<file path="src/rtl/pw_pkg.sv">
package pw_pkg;

  // Walk states; order matters only for readability
  typedef enum logic [2:0] {
    ST_IDLE,
    ST_RD_OUTER,
    ST_RD_INNER,
    ST_DONE,
    ST_FAULT
  } walk_st_e;

  // Table-entry field positions (decoded by pw_pte_dec)
  localparam int ENT_VALID_BIT = 0;
  localparam int ENT_PERM_LSB  = 1;
  localparam int ENT_PERM_W    = 3;

endpackage

</file>
<file path="src/rtl/pw_addr_gen.sv">
module pw_addr_gen #(
  parameter int VA_W      = 32,
  parameter int PA_W      = 32,
  parameter int IDX_W     = 10,
  parameter int OFF_W     = 12,
  parameter int ENT_BYTES = 4
) (
  input  logic                  lvl_inner,
  input  logic [VA_W-1:0]       va,
  input  logic [PA_W-1:0]       root_base,
  input  logic [PA_W-OFF_W-1:0] next_frame,
  output logic [PA_W-1:0]       ent_addr
);
  localparam int NLVL   = 2;
  localparam int ENT_SH = $clog2(ENT_BYTES);

  // Index of a level: level 0 sits just below the top of the address
  function automatic logic [IDX_W-1:0] level_index(input logic [VA_W-1:0] v, input int lvl);
    return v[OFF_W + (NLVL-1-lvl)*IDX_W +: IDX_W];
  endfunction

  // Entry slot inside a table
  function automatic logic [PA_W-1:0] slot_addr(input logic [PA_W-1:0] base,
                                                input logic [IDX_W-1:0] idx);
    return base + (PA_W'(idx) << ENT_SH);
  endfunction

  logic [PA_W-1:0] cand [NLVL];

  for (genvar g = 0; g < NLVL; g++) begin : g_lvl
    if (g == 0) begin : g_root
      assign cand[g] = slot_addr(root_base, level_index(va, g));
    end else begin : g_next
      assign cand[g] = slot_addr({next_frame, {OFF_W{1'b0}}}, level_index(va, g));
    end
  end

  assign ent_addr = lvl_inner ? cand[1] : cand[0];


  always_comb inner_aligned_chk: assert (!lvl_inner || ent_addr[OFF_W-1:ENT_SH] == va[OFF_W +: IDX_W]);

endmodule

</file>
<file path="src/rtl/pw_pte_dec.sv">
module pw_pte_dec
  import pw_pkg::*;
#(
  parameter int PTE_W = 32,
  parameter int OFF_W = 12
) (
  input  logic [PTE_W-1:0]       pte,
  output logic                   ent_ok,
  output logic [ENT_PERM_W-1:0]  ent_perm,
  output logic [PTE_W-OFF_W-1:0] ent_frame
);
  localparam int RSV_LSB = ENT_PERM_LSB + ENT_PERM_W;

  logic [OFF_W-RSV_LSB-1:0] unused_rsvd;

  assign ent_ok      = pte[ENT_VALID_BIT];
  assign ent_perm    = pte[ENT_PERM_LSB +: ENT_PERM_W];
  assign ent_frame   = pte[PTE_W-1:OFF_W];
  assign unused_rsvd = pte[OFF_W-1:RSV_LSB];

endmodule

</file>
<file path="src/rtl/pw_fsm.sv">
module pw_fsm
  import pw_pkg::*;
#(
  parameter int VA_W  = 32,
  parameter int PA_W  = 32,
  parameter int OFF_W = 12
) (
  input  logic                   clk,
  input  logic                   rst_n,
  input  logic [PA_W-1:0]        pt_base,
  input  logic                   req_valid,
  output logic                   req_ready,
  input  logic [VA_W-1:0]        req_va,
  output logic                   rsp_valid,
  input  logic                   rsp_ready,
  output logic                   rsp_fault,
  output logic                   rsp_fault_lvl,
  output logic [PA_W-1:0]        rsp_pa,
  output logic [ENT_PERM_W-1:0]  rsp_perm,
  output logic [VA_W-1:0]        rsp_va,
  output logic                   mem_req_valid,
  input  logic                   mem_req_ready,
  input  logic [PA_W-1:0]        mem_addr,
  input  logic                   mem_rsp_valid,
  input  logic                   ent_ok,
  input  logic [ENT_PERM_W-1:0]  ent_perm,
  input  logic [PA_W-OFF_W-1:0]  ent_frame,
  output logic                   lvl_inner,
  output logic [VA_W-1:0]        va_q,
  output logic [PA_W-1:0]        root_q,
  output logic [PA_W-OFF_W-1:0]  nframe_q
);
  localparam int FRM_W = PA_W - OFF_W;

  walk_st_e              st_q;
  logic                  issued_q;
  logic [PA_W-1:0]       pa_q;
  logic [ENT_PERM_W-1:0] perm_q;
  logic                  flvl_q;

  // Named internal events
  logic in_read, evt_accept, evt_fetch, evt_take;
  logic evt_l1_bad, evt_l1_ok, evt_l2_bad, evt_l2_ok, evt_rsp_done;

  assign in_read      = (st_q == ST_RD_OUTER) || (st_q == ST_RD_INNER);
  assign evt_accept   = (st_q == ST_IDLE) && req_valid;
  assign evt_fetch    = in_read && !issued_q && mem_req_ready;
  assign evt_take     = in_read && issued_q && mem_rsp_valid;
  assign evt_l1_bad   = evt_take && (st_q == ST_RD_OUTER) && !ent_ok;
  assign evt_l1_ok    = evt_take && (st_q == ST_RD_OUTER) && ent_ok;
  assign evt_l2_bad   = evt_take && (st_q == ST_RD_INNER) && !ent_ok;
  assign evt_l2_ok    = evt_take && (st_q == ST_RD_INNER) && ent_ok;
  assign evt_rsp_done = rsp_valid && rsp_ready;

  // Physical address from frame and page offset
  function automatic logic [PA_W-1:0] join_pa(input logic [FRM_W-1:0] frm,
                                              input logic [VA_W-1:0] v);
    return {frm, v[OFF_W-1:0]};
  endfunction

  always_ff @(posedge clk or negedge rst_n) begin
    if (!rst_n) begin
      st_q     <= ST_IDLE;
      issued_q <= 1'b0;
      va_q     <= '0;
      root_q   <= '0;
      nframe_q <= '0;
      pa_q     <= '0;
      perm_q   <= '0;
      flvl_q   <= 1'b0;
    end else begin
      if (evt_accept) begin
        va_q     <= req_va;
        root_q   <= pt_base;
        issued_q <= 1'b0;
        pa_q     <= '0;
        perm_q   <= '0;
        flvl_q   <= 1'b0;
        st_q     <= ST_RD_OUTER;
      end else if (evt_fetch) begin
        issued_q <= 1'b1;
      end else if (evt_l1_bad) begin
        issued_q <= 1'b0;
        flvl_q   <= 1'b0;
        st_q     <= ST_FAULT;
      end else if (evt_l1_ok) begin
        issued_q <= 1'b0;
        nframe_q <= ent_frame;
        st_q     <= ST_RD_INNER;
      end else if (evt_l2_bad) begin
        issued_q <= 1'b0;
        flvl_q   <= 1'b1;
        st_q     <= ST_FAULT;
      end else if (evt_l2_ok) begin
        issued_q <= 1'b0;
        pa_q     <= join_pa(ent_frame, va_q);
        perm_q   <= ent_perm;
        st_q     <= ST_DONE;
      end else if (evt_rsp_done) begin
        st_q     <= ST_IDLE;
      end
    end
  end

  assign req_ready     = (st_q == ST_IDLE);
  assign rsp_valid     = (st_q == ST_DONE) || (st_q == ST_FAULT);
  assign rsp_fault     = (st_q == ST_FAULT);
  assign rsp_fault_lvl = flvl_q;
  assign rsp_pa        = pa_q;
  assign rsp_perm      = perm_q;
  assign rsp_va        = va_q;
  assign mem_req_valid = in_read && !issued_q;
  assign lvl_inner     = (st_q == ST_RD_INNER);


  always_comb reset_idle_chk: assert (rst_n || (req_ready && !rsp_valid && !mem_req_valid));


  outer_fault_chk: assert property (@(posedge clk) disable iff (!rst_n)
    evt_l1_bad |=> rsp_valid && rsp_fault && !rsp_fault_lvl && rsp_pa == '0);


  inner_fault_chk: assert property (@(posedge clk) disable iff (!rst_n)
    evt_l2_bad |=> rsp_valid && rsp_fault && rsp_fault_lvl && rsp_pa == '0);


  good_walk_chk: assert property (@(posedge clk) disable iff (!rst_n)
    evt_l2_ok |=> rsp_valid && !rsp_fault && rsp_pa[FRM_W+OFF_W-1:OFF_W] == $past(ent_frame));


  one_walk_chk: assert property (@(posedge clk) disable iff (!rst_n)
    !(req_ready && (mem_req_valid || rsp_valid)));


  single_read_chk: assert property (@(posedge clk) disable iff (!rst_n)
    evt_fetch |=> !mem_req_valid);


  mem_hold_chk: assert property (@(posedge clk) disable iff (!rst_n)
    mem_req_valid && !mem_req_ready |=> mem_req_valid && $stable(mem_addr));


  rsp_hold_chk: assert property (@(posedge clk) disable iff (!rst_n)
    rsp_valid && !rsp_ready |=> rsp_valid && $stable(rsp_pa) && $stable(rsp_fault)
      && $stable(rsp_fault_lvl) && $stable(rsp_perm) && $stable(rsp_va));


  rsp_release_chk: assert property (@(posedge clk) disable iff (!rst_n)
    evt_rsp_done |=> req_ready && !rsp_valid);


  va_echo_chk: assert property (@(posedge clk) disable iff (!rst_n)
    evt_accept |=> rsp_va == $past(req_va));

endmodule

</file>
<file path="src/rtl/pt_walker.sv">
module pt_walker
  import pw_pkg::*;
#(
  parameter int VA_W  = 32,
  parameter int PA_W  = 32,
  parameter int IDX_W = 10,
  parameter int OFF_W = 12
) (
  input  logic                  clk,
  input  logic                  rst_n,
  input  logic [PA_W-1:0]       pt_base,
  input  logic                  req_valid,
  output logic                  req_ready,
  input  logic [VA_W-1:0]       req_va,
  output logic                  rsp_valid,
  input  logic                  rsp_ready,
  output logic                  rsp_fault,
  output logic                  rsp_fault_lvl,
  output logic [PA_W-1:0]       rsp_pa,
  output logic [ENT_PERM_W-1:0] rsp_perm,
  output logic [VA_W-1:0]       rsp_va,
  output logic                  mem_req_valid,
  input  logic                  mem_req_ready,
  output logic [PA_W-1:0]       mem_addr,
  input  logic                  mem_rsp_valid,
  input  logic [PA_W-1:0]       mem_rsp_data
);
  localparam int FRM_W     = PA_W - OFF_W;
  localparam int ENT_BYTES = PA_W / 8;

  logic                  ent_ok;
  logic [ENT_PERM_W-1:0] ent_perm;
  logic [FRM_W-1:0]      ent_frame;
  logic                  lvl_inner;
  logic [VA_W-1:0]       va_q;
  logic [PA_W-1:0]       root_q;
  logic [FRM_W-1:0]      nframe_q;

  pw_pte_dec #(.PTE_W(PA_W), .OFF_W(OFF_W)) u_dec (
    .pte       (mem_rsp_data),
    .ent_ok    (ent_ok),
    .ent_perm  (ent_perm),
    .ent_frame (ent_frame)
  );

  pw_addr_gen #(
    .VA_W(VA_W), .PA_W(PA_W), .IDX_W(IDX_W), .OFF_W(OFF_W), .ENT_BYTES(ENT_BYTES)
  ) u_agen (
    .lvl_inner  (lvl_inner),
    .va         (va_q),
    .root_base  (root_q),
    .next_frame (nframe_q),
    .ent_addr   (mem_addr)
  );

  pw_fsm #(.VA_W(VA_W), .PA_W(PA_W), .OFF_W(OFF_W)) u_fsm (
    .clk           (clk),
    .rst_n         (rst_n),
    .pt_base       (pt_base),
    .req_valid     (req_valid),
    .req_ready     (req_ready),
    .req_va        (req_va),
    .rsp_valid     (rsp_valid),
    .rsp_ready     (rsp_ready),
    .rsp_fault     (rsp_fault),
    .rsp_fault_lvl (rsp_fault_lvl),
    .rsp_pa        (rsp_pa),
    .rsp_perm      (rsp_perm),
    .rsp_va        (rsp_va),
    .mem_req_valid (mem_req_valid),
    .mem_req_ready (mem_req_ready),
    .mem_addr      (mem_addr),
    .mem_rsp_valid (mem_rsp_valid),
    .ent_ok        (ent_ok),
    .ent_perm      (ent_perm),
    .ent_frame     (ent_frame),
    .lvl_inner     (lvl_inner),
    .va_q          (va_q),
    .root_q        (root_q),
    .nframe_q      (nframe_q)
  );

endmodule

</file>
<file path="config.mk">
export PLATFORM = sky130hd
export DESIGN_NAME = pt_walker
export DESIGN_NICKNAME = d
export VERILOG_FILES = /design/src/rtl/pw_pkg.sv /design/src/rtl/pw_addr_gen.sv /design/src/rtl/pw_pte_dec.sv /design/src/rtl/pw_fsm.sv /design/src/rtl/pt_walker.sv
export SDC_FILE = /design/constraint.sdc
export NUM_CORES = 1
export LEC_CHECK = 0
export ABC_AREA = 1
export ABC_CLOCK_PERIOD_IN_PS = 3900
export BUFFER_PORTS_ARGS = -buffer_cell sky130_fd_sc_hd__clkbuf_2
export CORE_UTILIZATION = 40
export CTS_CLUSTER_DIAMETER = 40
export DETAILED_ROUTE_END_ITERATION = 10
export GPL_TIMING_DRIVEN = 0
export MAX_ROUTING_LAYER = met4
export PLACE_DENSITY = 0.65
export SLEW_MARGIN = 5
export SYNTH_ARGS = -nofsm -noshare
export SYNTH_HDL_FRONTEND = slang
export SYNTH_SLANG_ARGS = --single-unit
</file>
<file path="constraint.sdc">
create_clock -name clk -period 3.9 [get_ports clk]
set_input_delay 0.39 -clock clk [delete_from_list [all_inputs] [get_ports clk]]
set_output_delay 0.39 -clock clk [all_outputs]
set_load 0.01 [all_outputs]
</file>
==> metrics.md <==
| Metric | Value |
|---|---|
| Post-Place Cells | `approximately 1300` |
| Placed cell area | `7620 sq um` |
| Max Cap Viol | `0` |
| Chip Width | `roughly 130 microns` |
| Asr flop ratio synth | `1.00` |
| Switch share | `0.212` |
| CTS max path bufs | `2` |
| Fin nets | `approximately 1200` |
| Post-synth top area cell | `dfrtp_1` |
| Clk_lat worst skew | `0.42 ns` |
| Netlist cell types | `33` |
| Design Area, Final | `roughly 8300 sq um` |
| P_int | `2.42 mW` |
| Sequential area share after synthesis | `0.489` |
| #FFs+latches synth | `124` |
| Max H-tree Level | `4` |
| Final period util | `0.810` |
| Drt first pass iters | `5` |
| Initial antenna violation count | `0` |
| DR iter-0 viols | `~340` |
| Syn_nets | `972` |
| PortBufs | `196` |
| Sequential Power Share | `0.419` |
| Clock skew | `0.00523 ns` |
| Startpoint Class | `flip-flop` |
| Hpwl dp | `14200 microns` |
| Layout cell share with drive strength beyond 1 | `0.242` |
| CTS buffer count | `17` |
| Post-synth top cells | `nand2_1, dfrtp_1, inv_1, nand3_1, o21ai_0` |
| Leak | `4.82 nW` |
| Synth Instances | `approximately 860` |
| Worst VDD drop | `around 350 uV` |
| Routed WL | `18400 microns` |
| Synth top area share | `0.489` |
| Sw Pwr | `~0.65 mW` |
| Avg Inst Size Synth | `7.38 sq um` |
| CTS tree | `built` |
| Number of global-route vias before repair | `6013` |
| Data arrival time of the critical path | `2.77 ns` |
| Core ar. | `roughly 15000 sq um` |
| Cts hold-fix bufs | `1` |
| Root Driver | `clkbuf_16` |
| Row cnt | `between 40 and 50` |
| Number of routed nets with antenna violations | `0` |
| Vias | `6120` |
| Clock group share of total power | `0.554` |
| DR DRC count | `0` |
| Comb power frac | `0.027` |
| Initial Util | `0.414` |
| Yosys warning count | `0` |
| I/O pin count | `206` |
| Routability Congestion | `about 0.9` |
| Fin crit period | `3.16 ns` |
| GR Util All Layers | `0.248` |
| Total gr overflow | `0` |
| Number of enable flip-flop cells after synthesis | `0` |
| Core Util, Final | `0.540` |
| Slew HR | `0.624` |
| CTS sink count | `124` |
| Dominant synthesized flop cell | `dfrtp_1` |
| RSZ-0062 raised after global routing | `no` |
| Area delta synth->final | `30.3%` |
| Worst slew pin tran | `0.565 ns` |
| Final setup violation count | `0` |
| Critical-path maximum fanout | `6` |
| Reg clk slew, reported paths | `0.06 ns` |
| # Post-CTS Setup Buffers | `0` |
| Outcome | `completed` |
| Synth Cell Area | `between 6000 and 7000 sq um` |
| Pin count of the biggest net entering global routing | `84` |
| Avg WL per Cell | `14.2 microns` |
| Power Dens Cells | `about 370 nW/um^2` |
| Fin cells | `1300` |
| Die ar. | `between 15000 and 20000 sq um` |
| HP Class | `in2reg` |
| Setup CP Type | `reg2out` |
| Die H | `128 microns` |
| Ranking of synthesized cells by area | `dfrtp_1, nand2_1, inv_1` |
| CP Data Required Time | `approximately 3.5 ns` |
| Fin. max-slew vios | `0` |
| First-pass GRT wire length | `29900 microns` |
| Setup TNS | `0 ns` |
| Kind of capture point of the worst setup path | `output pin` |
| Vias per inst | `4.71` |
| Number of diodes | `0` |
| Most numerous cell in the Yosys netlist | `nand2_1` |
| Highest clock rate | `between 300 and 400 MHz` |
| Final Hold Fails | `0` |
| Cts repair resizes | `0` |
==> registers in the layout, summed over array words and instances, names as in the netlist <==
signal,cells
u_fsm.rsp_va,32
u_fsm.rsp_pa,32
u_fsm.rsp_perm,3
u_fsm.rsp_fault_lvl,1
u_fsm.st_q,3
u_fsm.root_q,32
u_fsm.nframe_q,20
u_fsm.issued_q,1
==> critical path, cell delays in order (launching register included) <==
cell and delay, ns:
dfrtp_1 0.40, ha_1 0.27, fa_1 0.46, nand3_1 0.11
nand3_1 0.17, nand3_1 0.12, nand3_1 0.25, nand2_1 0.20
nor2_1 0.05, o21ai_0 0.15, clkbuf_2 0.16
==> power groups by stage <==
stage / Sequential (mW) / Combinational (mW) / Clock (mW)
floorplan: 1.31 / 0.00727 / 0
global placement: 1.31 / 0.0806 / 0
detailed placement: 1.31 / 0.0853 / 0
CTS: 1.29 / 0.0865 / 1.74
global route: 1.29 / 0.0955 / 1.80
finish: 1.29 / 0.0834 / 1.70
==> stage by stage <==
step / power [mW] / hold WS (ns) / setup slack, ns
after floorplan: 1.32 / 0.0944 / 1.53
after global placement: 1.39 / 0.461 / 0.406
after detailed placement: 1.40 / 0.341 / 1.18
after CTS: 3.11 / 0.144 / 0.712
after global routing: 3.18 / 0.158 / 0.557
final: 3.07 / 0.164 / 0.741
==> per-layer routing <==
metal,vias to the layer above,wire length [microns],part of all wire,track usage
li1,3123,-,-,-
met1,2809,8450,0.46,0.315
met2,164,8560,0.46,0.386
met3,24,1050,0.057,0.0676
met4,0,384,0.021,0.0817
met5,-,0,0,-
==> layout make-up <==
| cell class | count | area [sq um] |
|---|---|---|
| buffer | 30 | 169 |
| clock buffer | 20 | 447 |
| clock inverter | 12 | 185 |
| fill | 1521 | 7050 |
| inverter | 90 | 340 |
| multi-input combinational | 615 | 2730 |
| sequential | 124 | 3100 |
| tap | 211 | 264 |
| timing repair buffer | 198 | 1030 |
==> cell usage in the layout, fill, tap and decap left out, types with 9 or more instances in the layout <==
master     synthesis  final
nand2_1          389    389
clkbuf_16          0     17
dfrtp_1          124    124
ha_1              10     10
nor2_1            36     36
o21ai_0           50     50
inv_1             83     83
clkbuf_1           9     11
buf_2              9      9
o21ai_1           38     38
nand3_1           51     51
clkbuf_2           0    195
==> cells by family after synthesis <==
logic type / synth area share
adder cells (fa/ha/maj): 0.0229
flip-flops: 0.489
AO/OA/AOI/OAI: 0.0799
AND/OR/NAND/NOR: 0.319
XOR/XNOR: 0.00829
buffers and inverters: 0.0803
==> final timing paths <==
kind,from,endpoint,slack [ns],cells past startpoint
max reg2reg,u_fsm.st_q[1],u_fsm.root_q[3],2.13,9
min,req_va[0],u_fsm.rsp_va[0],0.16,3
max in group asynchronous,rst_n,u_fsm.rsp_pa[6],2.72,3
min in group asynchronous,rst_n,u_fsm.rsp_pa[28],0.46,2
max,u_fsm.rsp_va[22],mem_addr[22],0.74,10
min reg2reg,u_fsm.rsp_perm[1],u_fsm.rsp_perm[1],0.47,2
(Power assumes the default switching activity.)
